$ cat src/rtl/sb_pkg.sv
// Shared constants and compile-time helpers for the segmented switch block.
// Assumes sides are numbered clockwise starting at north, and OFFSET >= 0.
package sb_pkg;
    localparam int SIDE_N = 0;
    localparam int SIDE_E = 1;
    localparam int SIDE_S = 2;
    localparam int SIDE_W = 3;
    localparam int NSIDES = 4;

    // True when track t finishes its segment at this crossing.
    function automatic bit track_ends(int t, int seg, int offs);
        return ((t + offs) % seg) == 0;
    endfunction

    // Index of the lowest finishing track.
    function automatic int first_end(int seg, int offs);
        return (seg - (offs % seg)) % seg;
    endfunction

    // Non-negative modulo.
    function automatic int wrap(int x, int m);
        return ((x % m) + m) % m;
    endfunction

    // Rank reached on side 'to' by a finishing track of rank i entering on side 'from'.
    function automatic int turn_rank(int from, int to, int i, int m);
        int r;
        if ((from == SIDE_W && to == SIDE_N) || (from == SIDE_N && to == SIDE_W))
            r = m - i;
        else if (from == SIDE_N && to == SIDE_E)
            r = i + 1;
        else if (from == SIDE_E && to == SIDE_N)
            r = i - 1;
        else if ((from == SIDE_E && to == SIDE_S) || (from == SIDE_S && to == SIDE_E))
            r = m - 2 - i;
        else if (from == SIDE_S && to == SIDE_W)
            r = i - 1;
        else if (from == SIDE_W && to == SIDE_S)
            r = i + 1;
        else
            r = i;
        return wrap(r, m);
    endfunction
endpackage

$ cat src/rtl/sb_end_mux.sv
// Source selector for one outgoing finishing track.
// Code 0 leaves the track undriven (0); codes 1..3 pick the source side
// rotated clockwise by that many sides. The source wiring is fixed by the parent.
module sb_end_mux (
    input  logic [1:0] sel,
    input  logic       src_cw,
    input  logic       src_opp,
    input  logic       src_ccw,
    output logic       out
);
    // Decode the select code onto one of three fixed sources.
    always_comb begin
        unique case (sel)
            2'd1:    out = src_cw;
            2'd2:    out = src_opp;
            2'd3:    out = src_ccw;
            default: out = 1'b0;
        endcase
    end
endmodule

$ cat src/rtl/sb_pass_mux.sv
// Source selector for one outgoing track that runs on through the crossing.
// Default is straight across. Each turn source has its own enable bit. Both
// enables at once request two drivers: the output is forced to 0 and a conflict is reported.
module sb_pass_mux (
    input  logic [1:0] turn_en,
    input  logic       src_opp,
    input  logic       src_cw,
    input  logic       src_ccw,
    output logic       out,
    output logic       conflict
);
    // Pick the straight or turned same-index driver.
    always_comb begin
        conflict = 1'b0;
        unique case (turn_en)
            2'b00: out = src_opp;
            2'b01: out = src_cw;
            2'b10: out = src_ccw;
            default: begin
                out      = 1'b0;
                conflict = 1'b1;
            end
        endcase
    end
endmodule

$ cat src/rtl/sb_out_stage.sv
// Output register for the routed tracks and the configuration flag.
// Synchronous, active-low reset clears all state.
module sb_out_stage #(
    parameter int N = 64
) (
    input  logic         clk,
    input  logic         rst_n,
    input  logic [N-1:0] d,
    input  logic         err_d,
    output logic [N-1:0] q,
    output logic         err_q
);
    // Capture routed values and flag each cycle.
    always_ff @(posedge clk) begin
        if (!rst_n) begin
            q     <= '0;
            err_q <= 1'b0;
        end else begin
            q     <= d;
            err_q <= err_d;
        end
    end
endmodule

$ cat src/rtl/sb_switch_block.sv
// Switch block for a segmented routing fabric with four channels of W tracks.
// Finishing tracks ((t+OFFSET) mod S == 0) use a rotated turn pattern, and the
// other tracks keep their index. Outputs are registered.
// Assumes W is a multiple of S, S >= 1 and OFFSET >= 0.
module sb_switch_block #(
    parameter int W      = 16,
    parameter int S      = 4,
    parameter int OFFSET = 1
) (
    input  logic             clk,
    input  logic             rst_n,
    input  logic [4*W-1:0]   track_in,
    input  logic [8*W-1:0]   cfg,
    output logic [4*W-1:0]   track_out,
    output logic             config_error
);
    import sb_pkg::*;

    localparam int TW = NSIDES * W;
    localparam int M  = W / S;
    localparam int R0 = first_end(S, OFFSET);

    logic [TW-1:0] routed;
    logic [TW-1:0] conflict;

    for (genvar gb = 0; gb < NSIDES; gb++) begin : g_side
        localparam int CWS  = (gb + 1) % NSIDES;
        localparam int OPS  = (gb + 2) % NSIDES;
        localparam int CCWS = (gb + 3) % NSIDES;
        for (genvar gt = 0; gt < W; gt++) begin : g_trk
            localparam int IDX = gb * W + gt;
            if (track_ends(gt, S, OFFSET)) begin : g_end
                localparam int K     = gt / S;
                localparam int T_CW  = R0 + S * turn_rank(gb, CWS, K, M);
                localparam int T_CCW = R0 + S * turn_rank(gb, CCWS, K, M);
                sb_end_mux u_mux (
                    .sel     (cfg[2*IDX +: 2]),
                    .src_cw  (track_in[CWS*W + T_CW]),
                    .src_opp (track_in[OPS*W + gt]),
                    .src_ccw (track_in[CCWS*W + T_CCW]),
                    .out     (routed[IDX])
                );
                assign conflict[IDX] = 1'b0;
            end else begin : g_pass
                sb_pass_mux u_mux (
                    .turn_en  (cfg[2*IDX +: 2]),
                    .src_opp  (track_in[OPS*W + gt]),
                    .src_cw   (track_in[CWS*W + gt]),
                    .src_ccw  (track_in[CCWS*W + gt]),
                    .out      (routed[IDX]),
                    .conflict (conflict[IDX])
                );
            end
        end
    end

    sb_out_stage #(.N(TW)) u_out (
        .clk   (clk),
        .rst_n (rst_n),
        .d     (routed),
        .err_d (|conflict),
        .q     (track_out),
        .err_q (config_error)
    );
endmodule

$ cat config.mk
export PLATFORM = sky130hd
export DESIGN_NAME = sb_switch_block
export DESIGN_NICKNAME = d
export VERILOG_FILES = /design/src/rtl/sb_pkg.sv /design/src/rtl/sb_end_mux.sv /design/src/rtl/sb_pass_mux.sv /design/src/rtl/sb_out_stage.sv /design/src/rtl/sb_switch_block.sv
export SDC_FILE = /design/constraint.sdc
export NUM_CORES = 1
export LEC_CHECK = 0
export ABC_AREA = 1
export BUFFER_PORTS_ARGS = -buffer_cell sky130_fd_sc_hd__buf_2
export CORE_MARGIN = 2
export CORE_UTILIZATION = 44
export DETAILED_ROUTE_END_ITERATION = 7
export PLACE_DENSITY = 0.82
export RECOVER_POWER = 100
export SYNTH_ARGS = -nofsm -noshare
export SYNTH_HDL_FRONTEND = slang
export SYNTH_HIERARCHICAL = 1
export SYNTH_SLANG_ARGS = --single-unit
$ cat constraint.sdc
create_clock -name clk -period 1 [get_ports clk]
set_input_delay 0.1 -clock clk [delete_from_list [all_inputs] [get_ports clk]]
set_output_delay 0.1 -clock clk [all_outputs]
set_load 0.01 [all_outputs]
==> results of run 1 <==
==> how the worst max path moves through the flow <==
| stage | from | endpoint | slack [ps] | cells past startpoint |
|---|---|---|---|---|
| after floorplan | cfg[83] | u_out/err_q | 230 | 10 |
| after global placement | cfg[12] | u_out/err_q | -170 | 11 |
| after detailed placement | cfg[12] | u_out/err_q | -160 | 11 |
| after CTS | u_out/q[44] | track_out[44] | 40 | 1 |
| after global routing | u_out/q[63] | track_out[63] | 20 | 1 |
| final | u_out/err_q | config_error | 70 | 1 |
==> layout by cell type (no fill, tap or decap), types with 4 or more instances in the layout <==
master    instances
dfxtp_1          65
clkbuf_1         65
inv_1           241
nand3_1         256
nand2_1         124
clkbuf_2          4
nor2_1           30
buf_2           191
clkbuf_8          9
buf_4            25
clkbuf_4          7
==> kinds of logic after synthesis <==
kind of cell	Yosys count
AND/OR/NAND/NOR	412
flip-flops	65
buffers and inverters	248
==> sequential cells by signal, summed over array words and instances (netlist names) <==
signal       flops
u_out/err_q      1
u_out/q         64
==> area by class of cell <==
cell class / count / share of cell area
Timing Repair Buffer: 293 / 0.250
Inverter: 241 / 0.153
Sequential cell: 65 / 0.220
Clock inverter: 7 / 0.0159
Clock buffer: 9 / 0.0209
Tap cell: 111 / 0.0235
Multi-Input combinational cell: 412 / 0.316
==> metrics by stage <==
step	total power, mW	util	instance area, um^2	cells	worst slack [ps]
2_1_floorplan	3.62	-	4150	725	232
3_3_place_gp	4.55	0.629	5780	1122	-171
3_5_place_dp	4.58	0.629	5780	1122	-164
4_1_cts	7.08	0.653	6000	1138	36.1
5_1_grt	7.38	0.643	5910	1138	20.1
6_report	6.96	0.643	5910	1138	66.0
==> power by group <==
part	leakage [nW]	switching [mW]	internal [mW]
sequential	0.537	0.0430	2.75
combinational	3.41	0.953	0.737
clock	0.106	1.07	1.40
==> layer usage <==
| layer | GRT usage | vias to the layer above | routed length [um] |
|---|---|---|---|
| met3 | 0.0603 | 23 | 1040 |
| met4 | 0.0915 | 0 | 231 |
| met1 | 0.259 | 2273 | 5120 |
| met5 | 0 | - | 0 |
| met2 | 0.446 | 199 | 6500 |
| li1 | - | 2800 | - |
==> results.md, run 1 <==
* Top Family by Delay on Critical Path: flip-flops
* Clock-pin slew on the worst setup and hold paths at 80 ps
* TNS Setup at 0 ps
* FF+latch area at 1300 um^2
* Initial core utilization at 0.451
* Slew @ Worst Pin at 789 ps
* Slowest cell on crit path: dfxtp_1
* IO Port Bufs at 258
* FF+latch count, synth at 65
* Main combinational cell family by area after synthesis: simple AND/OR/NAND/NOR gates
* Min-delay src: cfg[79]
* WP data arrival at 830 ps
* Worst Setup End Kind: output pin
* FFs w/ async S/R, synth at 0
* P per Cell Area at 1180 nW/um^2
* Fin Hold WS at 102 ps
* Die Y at 101 um
* Critical path required time at 900 ps
* Fin. Hold Viols at 0
* Post-CTS Hold Fix Bufs at 0
* Final period util at 0.934
* Simple logic cell fraction of the synthesized area at 0.451
* Post-synth EDFFs at 0
* Die Wd at 101 um
* Initial DRC count at 196
* Main synth FF type: dfxtp_1
* Hold Path Sink: u_out/q[39]
* Via count at 5295
* Largest fanout on the critical path at 1
* Vias in the first global route at 4596
* HPWL Detailed at 10.8 mm
* Via density at 4.65
* Core Rows at 35
* Core ar. at 9200 um^2
* CP startpoint kind: flop
* WL/cell at 11.3 um
* Largest stage delay, worst path at 320 ps
* Clock Path Buffers at 2
* Library cells used by synthesis at 9
* Max Freq at 1070 MHz
* Post-route ant nets at 0
* Drt total wl at 12.9 mm
* Post-Synthesis Cells at 725
* VDD IR-drop max at 566 uV
* Post-CTS Resized at 0
* Diodes inserted at 0
* Clock root buffer master: clkbuf_8
* Ys Warns at 6
* First-pass GRT wire length at 19.5 mm
* Htree depth at 3
* Filler cells at 954
* CTS Buf Count at 9
* Cell Area, Synth at 4150 um^2
* Relative slew margins at 0.474
* Hold Path Depth at 5
* Most frequent cell after synthesis: nand3_1
* Leakage at 4.06 nW
* Grt ovf at 0
* Mapped Nets at 919
* Area occupied by multi-input gates at 1870 um^2
* Largest net degree at the start of global routing at 46
* Post-Synth Adder-Cell Area at 0
* Total Nets Final at 1216
* Complex-gate fraction of the synthesized area at 0
* # setup viols final at 0
* # IOs at 259
* RSZ-0062 raised after global routing: false
* Post-synthesis sequential area ratio at 0.314
* Final min period at 934 ps
* Top post-synthesis cells by area: dfxtp_1 31%, nand3_1 31%, inv_1 22%
* CP bufs+invs at 1
* Die area at 10200 um^2
* Post-CTS setup buffer count at 0
* Area Growth Syn to Fin at 42.6%
* CTS tree: done
* Layout cell share with drive strength beyond 1 at 0.238
* Worst hold path class: primary input to flop
* Synth area leader: dfxtp_1
* Max cap viols at 0
* All-Layer GR Usage at 0.240
* Max-slew violation count at 0
* Area share of the largest cell type after synthesis at 0.314
* Critical path class: flop to output pin
* Initial antenna violation count at 0
* First-pass iteration count of the detailed router at 5
* Syn_area_per_cell at 5.72 um^2
* DRC at 0
* GP Congestion at 0.855
* Status: complete, no violations
* Post-synth top cells: 256 x nand3_1, 241 x inv_1, 124 x nand2_1
* CTS Sinks at 65
* Cell Chain, Critical Path: clkbuf_1
* Mux contribution to synthesized area at 0
* Xor and xnor area share after synthesis at 0
Power figures use the tool's default switching activity.
==> inputs of run 2 (changes only) <==
--- a/config.mk
+++ b/config.mk
@@ -7,10 +7,10 @@
 export LEC_CHECK = 0
 export ABC_AREA = 1
 export BUFFER_PORTS_ARGS = -buffer_cell sky130_fd_sc_hd__buf_2
-export CORE_MARGIN = 2
-export CORE_UTILIZATION = 44
+export CORE_AREA = 2 2 100 102
 export DETAILED_ROUTE_END_ITERATION = 7
-export PLACE_DENSITY = 0.82
+export DIE_AREA = 0 0 102 104
+export PLACE_DENSITY = 0.81
 export RECOVER_POWER = 100
 export SYNTH_ARGS = -nofsm -noshare
 export SYNTH_HDL_FRONTEND = slang
==> constraint.sdc (replaced) <==
create_clock -name clk -period 1.15 [get_ports clk]
set_input_delay 0.115 -clock clk [delete_from_list [all_inputs] [get_ports clk]]
set_output_delay 0.115 -clock clk [all_outputs]
set_load 0.01 [all_outputs]
==> results.md, run 2 (synthesized netlist as in run 1, its figures left out) <==
* Sw Pwr at 1.75 mW (-15%)
* Die area at 10600 um^2 (+3.8%)
* Max-slew violation count at 0 (unchanged)
* Post-route ant nets at 0 (unchanged)
* Relative slew margins at 0.487 (+0.0127)
* IO Port Bufs at 258 (unchanged)
* HPWL Detailed at 10.7 mm (-0.45%)
* Leakage at 3.88 nW (-4.3%)
* Total Nets Final at 1182 (-2.8%)
* Diodes inserted at 0 (unchanged)
* Slew @ Worst Pin at 770 ps (-19.1 ps)
* VDD IR-drop max at 607 uV (+7.2%)
* Grt ovf at 0 (unchanged)
* Final non-filler cell total at 1126 (-1.1%)
* Fin. Hold Viols at 0 (unchanged)
* CP startpoint kind: flop
* Vias in the first global route at 4624 (+0.61%)
* Largest net degree at the start of global routing at 66 (+43%)
* Hold Path Depth at 5 (unchanged)
* Met1 Track Usage GR at 0.261 (+0.00154)
* Htree depth at 3 (unchanged)
* Filler cells at 1054 (+10%)
* Combinational power share at 0.242 (about the same)
* Critical path required time at 1030 ps (+130 ps)
* GP Congestion at 0.875 (+2.4%)
* Post-CTS Resized at 0 (unchanged)
* First-pass iteration count of the detailed router at 4 (-1)
* Area Growth Syn to Fin at 36.2%
* Die Wd at 102 um (+0.92%)
* Switching Fraction at 0.307 (+0.0101)
* Final period util at 0.823
* Commonest non-fill, non-tap cell in the layout: nand3_1
* Hold Path Sink: u_out/q[19]
* Initial DRC count at 262 (+34%)
* Critical path class: flop to output pin
* Internal Pwr Total at 3.95 mW (-19%)
* First-pass GRT wire length at 19.9 mm (+2.1%)
* Slowest cell on crit path: dfxtp_1
* WP data arrival at 830 ps (about the same)
* Max reg flops at 64 (unchanged)
* Clock Path Buffers at 2 (unchanged)
* Initial antenna violation count at 1 (+1)
* WL/cell at 11.4 um (+0.89%)
* TNS Setup at 0 ps (unchanged)
* Status: complete, no violations
* # IOs at 259 (unchanged)
* Via count at 5148 (-2.8%)
* Reg with most FFs: u_out/q
* Layout cell share with drive strength beyond 1 at 0.209 (-0.0281)
* Grt peak-use layer: met2
* Fin Hold WS at 125 ps (+23.1 ps)
* CTS Buf Count at 9 (unchanged)
* Core Rows at 36 (+2.9%)
* Max cap viols at 0 (unchanged)
* Max Freq at 1060 MHz
* Initial core utilization at 0.434 (-0.0167)
* Biggest regs: u_out/q: 64 flops, u_out/err_q: 1 flops
* Largest stage delay, worst path at 330 ps (about the same)
* Top Family by Delay on Critical Path: flip-flops
* Post-CTS setup buffer count at 0 (unchanged)
* Clock-pin slew on the worst setup and hold paths at 80 ps (about the same)
* CTS tree: done
* Inst Count DP at 1110 (-1.1%)
* # setup viols final at 0 (unchanged)
* All-Layer GR Usage at 0.232 (-0.00756)
* Drt total wl at 12.9 mm (-0.17%)
* CTS Sinks at 65 (unchanged)
* Most frequent cells in the layout: 256 x nand3_1, 241 x inv_1, 192 x buf_2
* Via density at 4.57 (-1.7%)
* Met2 usage in global routing at 0.420 (-0.0261)
* Largest fanout on the critical path at 1 (unchanged)
* Clock root buffer master: clkbuf_8
* RSZ-0062 raised after global routing: false
* DRC at 0 (unchanged)
* P per Cell Area at 1010 nW/um^2 (-14%)
* Register share of total power at 0.426 (+0.024)
* Post-CTS Hold Fix Bufs at 0 (unchanged)
* Clock power share at 0.332 (-0.024)
* Min-delay src: cfg[39]
* Worst Setup End Kind: output pin
* Worst hold path class: primary input to flop
* Cell Chain, Critical Path: clkbuf_1
* GR Util met3 at 0.0612 (+0.000823)
* Die Y at 104 um (+2.9%)
* Final min period at 946 ps
* CP bufs+invs at 1 (unchanged)
* Core ar. at 9550 um^2 (+3.8%)
-- run 2: cell types whose count changed in the layout (fill, tap and decap cells not counted), moves of 2 or more --
cell	previous run	this run
clkbuf_4	7	1
clkbuf_1	65	67
clkbuf_2	4	0
buf_4	25	0
clkinv_2	2	4
clkinvlp_4	2	0
-- run 2: worst max path at each step --
| stage | endpoint | cells past startpoint | slack, ps | from |
|---|---|---|---|---|
| 6_report | track_out[34] | 1 | 200 | u_out/q[34] |
| 3_3_place_gp | u_out/err_q | 11 | 20 | cfg[2] |
| 5_1_grt | track_out[3] | 1 | 140 | u_out/q[3] |
| 3_5_place_dp | u_out/err_q | 11 | 30 | cfg[2] |
| 4_1_cts | track_out[34] | 1 | 220 | u_out/q[34] |
| 2_1_floorplan | u_out/err_q | 10 | 370 | cfg[83] |
-- run 2: layer usage --
| metal | vias up | wire length (um) | share of wire |
|---|---|---|---|
| li1 | 2725 | - | - |
| met1 | 2209 | 5200 | 0.40 |
| met2 | 192 | 6310 | 0.49 |
| met3 | 20 | 1130 | 0.088 |
| met4 | 2 | 223 | 0.017 |
| met5 | - | 13 | 0.0010 |
-- run 2: stage by stage --
step	power (mW)	setup slack, ps	utilization	area, um^2
CTS	5.82	221	0.601	5740
global route	6.08	144	0.591	5650
detailed placement	3.90	30.6	0.582	5560
floorplan	3.15	367	-	4150
global placement	3.88	22.1	0.582	5560
finish	5.71	204	0.591	5650
-- run 2: power by group through the flow --
stage	registers, mW	clock network (mW)	logic, mW
floorplan	2.56	0	0.590
global placement	2.48	0	1.40
detailed placement	2.48	0	1.42
CTS	2.43	1.96	1.43
global route	2.44	2.07	1.57
finish	2.43	1.89	1.38
-- run 2: cell type report --
class                           instances  area (um^2)  share of cell area
Tap cell                              133          166              0.0295
Clock inverter                          6         58.8              0.0104
Multi-Input combinational cell        412         1870               0.331
Inverter                              241          905               0.160
Timing Repair Buffer                  259         1220               0.215
Sequential cell                        65         1300               0.230
Clock buffer                           10          128              0.0226
==> inputs of run 3 (changes only) <==
--- a/config.mk
+++ b/config.mk
@@ -7,10 +7,11 @@
 export LEC_CHECK = 0
 export ABC_AREA = 1
 export BUFFER_PORTS_ARGS = -buffer_cell sky130_fd_sc_hd__buf_2
-export CORE_AREA = 2 2 100 102
+export CORE_ASPECT_RATIO = 1.4
+export CORE_MARGIN = 2
+export CORE_UTILIZATION = 39
 export DETAILED_ROUTE_END_ITERATION = 7
-export DIE_AREA = 0 0 102 104
-export PLACE_DENSITY = 0.81
+export PLACE_DENSITY = 0.77
 export RECOVER_POWER = 100
 export SYNTH_ARGS = -nofsm -noshare
 export SYNTH_HDL_FRONTEND = slang
==> constraint.sdc (replaced) <==
create_clock -name clk -period 0.8 [get_ports clk]
set_input_delay 0.08 -clock clk [delete_from_list [all_inputs] [get_ports clk]]
set_output_delay 0.08 -clock clk [all_outputs]
set_load 0.01 [all_outputs]
==> results.md, run 3 (synthesized netlist as in run 1, its figures left out) <==
* VDD IR-drop max at 950 uV (+56%)
* Grt ovf at 0 (unchanged)
* Clock Path Buffers at 2 (unchanged)
* Sw Pwr at 2.80 mW (+59%)
* Placement Cell Area at 6210 um^2 (+12%)
* Largest fanout on the critical path at 1 (unchanged)
* Area Growth Syn to Fin at 62.3%
* Commonest non-fill, non-tap cell in the layout: nand3_1
* Biggest regs: u_out/q: 64 flops, u_out/err_q: 1 flops
* Internal Pwr Total at 7.19 mW (+82%)
* Worst setup margin at -45.0 ps (-249 ps)
* CTS tree: done
* Fin. Hold Viols at 0 (unchanged)
* Max cap viols at 0 (unchanged)
* TNS Setup at -1810 ps (-1810 ps)
* Via count at 5548 (+7.8%)
* # IOs at 259 (unchanged)
* DRC at 0 (unchanged)
* Register share of total power at 0.354 (-0.072)
* Max reg flops at 64 (unchanged)
* # setup viols final at 65 (+65)
* IO Port Bufs at 258 (unchanged)
* Vias in the first global route at 5240 (+13%)
* Post-Layout Inst Area at 6730 um^2 (+19%)
* Largest net degree at the start of global routing at 35 (-47%)
* Initial DRC count at 144 (-45%)
* Slowest cell on crit path: dfxtp_1
* Max-slew violation count at 0 (unchanged)
* Top Family by Delay on Critical Path: flip-flops
* Leakage at 4.63 nW (+19%)
* Final min period at 845 ps
* Critical path class: flop to output pin
* Slew @ Worst Pin at 751 ps (-19.3 ps)
* Post-CTS setup buffer count at 0 (unchanged)
* Most frequent cells in the layout: 256 x nand3_1, 241 x inv_1, 226 x buf_2
* CP startpoint kind: flop
* Combinational power share at 0.249 (+0.007)
* CTS Sinks at 65 (unchanged)
* All-Layer GR Usage at 0.245 (+0.0128)
* Relative slew margins at 0.499 (+0.0129)
* Core ar. at 10300 um^2 (+8.4%)
* RSZ-0062 raised after global routing: true
* Largest stage delay, worst path at 310 ps (-20 ps)
* Initial core utilization at 0.401 (-0.0336)
* CTS Buf Count at 9 (unchanged)
* Drt total wl at 14.3 mm (+11%)
* Post-CTS Hold Fix Bufs at 0 (unchanged)
* Critical path required time at 720 ps (-310 ps)
* Clock power share at 0.397 (+0.065)
* Core Rows at 44 (+22%)
* CP bufs+invs at 1 (unchanged)
* WP data arrival at 770 ps (-60 ps)
* Final period util at 1.06
* Reg with most FFs: u_out/q
* GP Congestion at 0.861 (-1.6%)
* Status: complete, but fails checks
* Clock root buffer master: clkbuf_16
* Max Freq at 1180 MHz
* Via density at 4.56 (-0.21%)
* Htree depth at 3 (unchanged)
* Layout cell share with drive strength beyond 1 at 0.367 (+0.158)
* Die area at 11500 um^2 (+8.3%)
* First-pass GRT wire length at 22.6 mm (+14%)
* Diodes inserted at 0 (unchanged)
* Filler cells at 969 (-8.1%)
* P per Cell Area at 1480 nW/um^2 (+47%)
* Worst hold path class: primary input to flop
* First-pass iteration count of the detailed router at 5 (+1)
* Initial antenna violation count at 0 (-1)
* WL/cell at 11.8 um (+3.0%)
* Post-route ant nets at 0 (unchanged)
* Die Wd at 91.1 um (-11%)
* Fin util at 0.650 (+0.0589)
* HPWL Detailed at 11.8 mm (+10%)
* Violated checks: setup timing
* Switching Fraction at 0.280 (-0.0274)
* Clock-pin slew on the worst setup and hold paths at 60 ps (-20 ps)
* Die Y at 126 um (+21%)
* Cell Chain, Critical Path: buf_2
* Total Nets Final at 1267 (+7.2%)
* Worst Setup End Kind: output pin
run 3: final cells by class:
type | count | area, um^2 | share of cell area
Clock buffer | 11 | 243 | 0.0361
Multi-Input combinational cell | 412 | 1890 | 0.281
Inverter | 241 | 905 | 0.134
Tap cell | 138 | 173 | 0.0257
Clock inverter | 5 | 55.1 | 0.00818
Timing Repair Buffer | 344 | 2120 | 0.316
Sequential cell | 65 | 1340 | 0.199
run 3: per-stage QoR:
stage	power, mW	std cells	hold slack [ps]	setup WS (ps)
finish	9.99	1216	97.4	-45.0
global route	10.6	1216	116	-77.6
CTS	9.98	1216	88.8	-66.9
detailed placement	5.94	1200	431	-275
global placement	5.89	1200	427	-266
floorplan	4.53	725	302	52.3
run 3: path summary, 6_finish.rpt:
path,slack [ps],endpoint,cells after the start,start
worst max-delay path,-50,track_out[61],1,u_out/q[61]
worst min-delay path,100,u_out/q[59],5,cfg[119]
run 3: timing repair:
item / in CTS / in global routing
resized for setup: 26 / 45
pin swaps: 0 / 0
endpoints found under the setup margin: 65 / 66
run 3: per-layer routing:
layer | GRT usage | up-vias | share of wire
li1 | - | 2892 | -
met1 | 0.242 | 2404 | 0.36
met2 | 0.472 | 208 | 0.53
met3 | 0.0467 | 44 | 0.063
met4 | 0.134 | 0 | 0.049
met5 | 0 | - | 0
run 3: power groups by stage:
stage	logic (mW)	registers [mW]	clock network, mW
3_3_place_gp	2.33	3.56	0
5_1_grt	2.79	3.55	4.21
2_1_floorplan	0.848	3.68	0
3_5_place_dp	2.38	3.56	0
4_1_cts	2.43	3.51	4.04
6_report	2.49	3.54	3.96
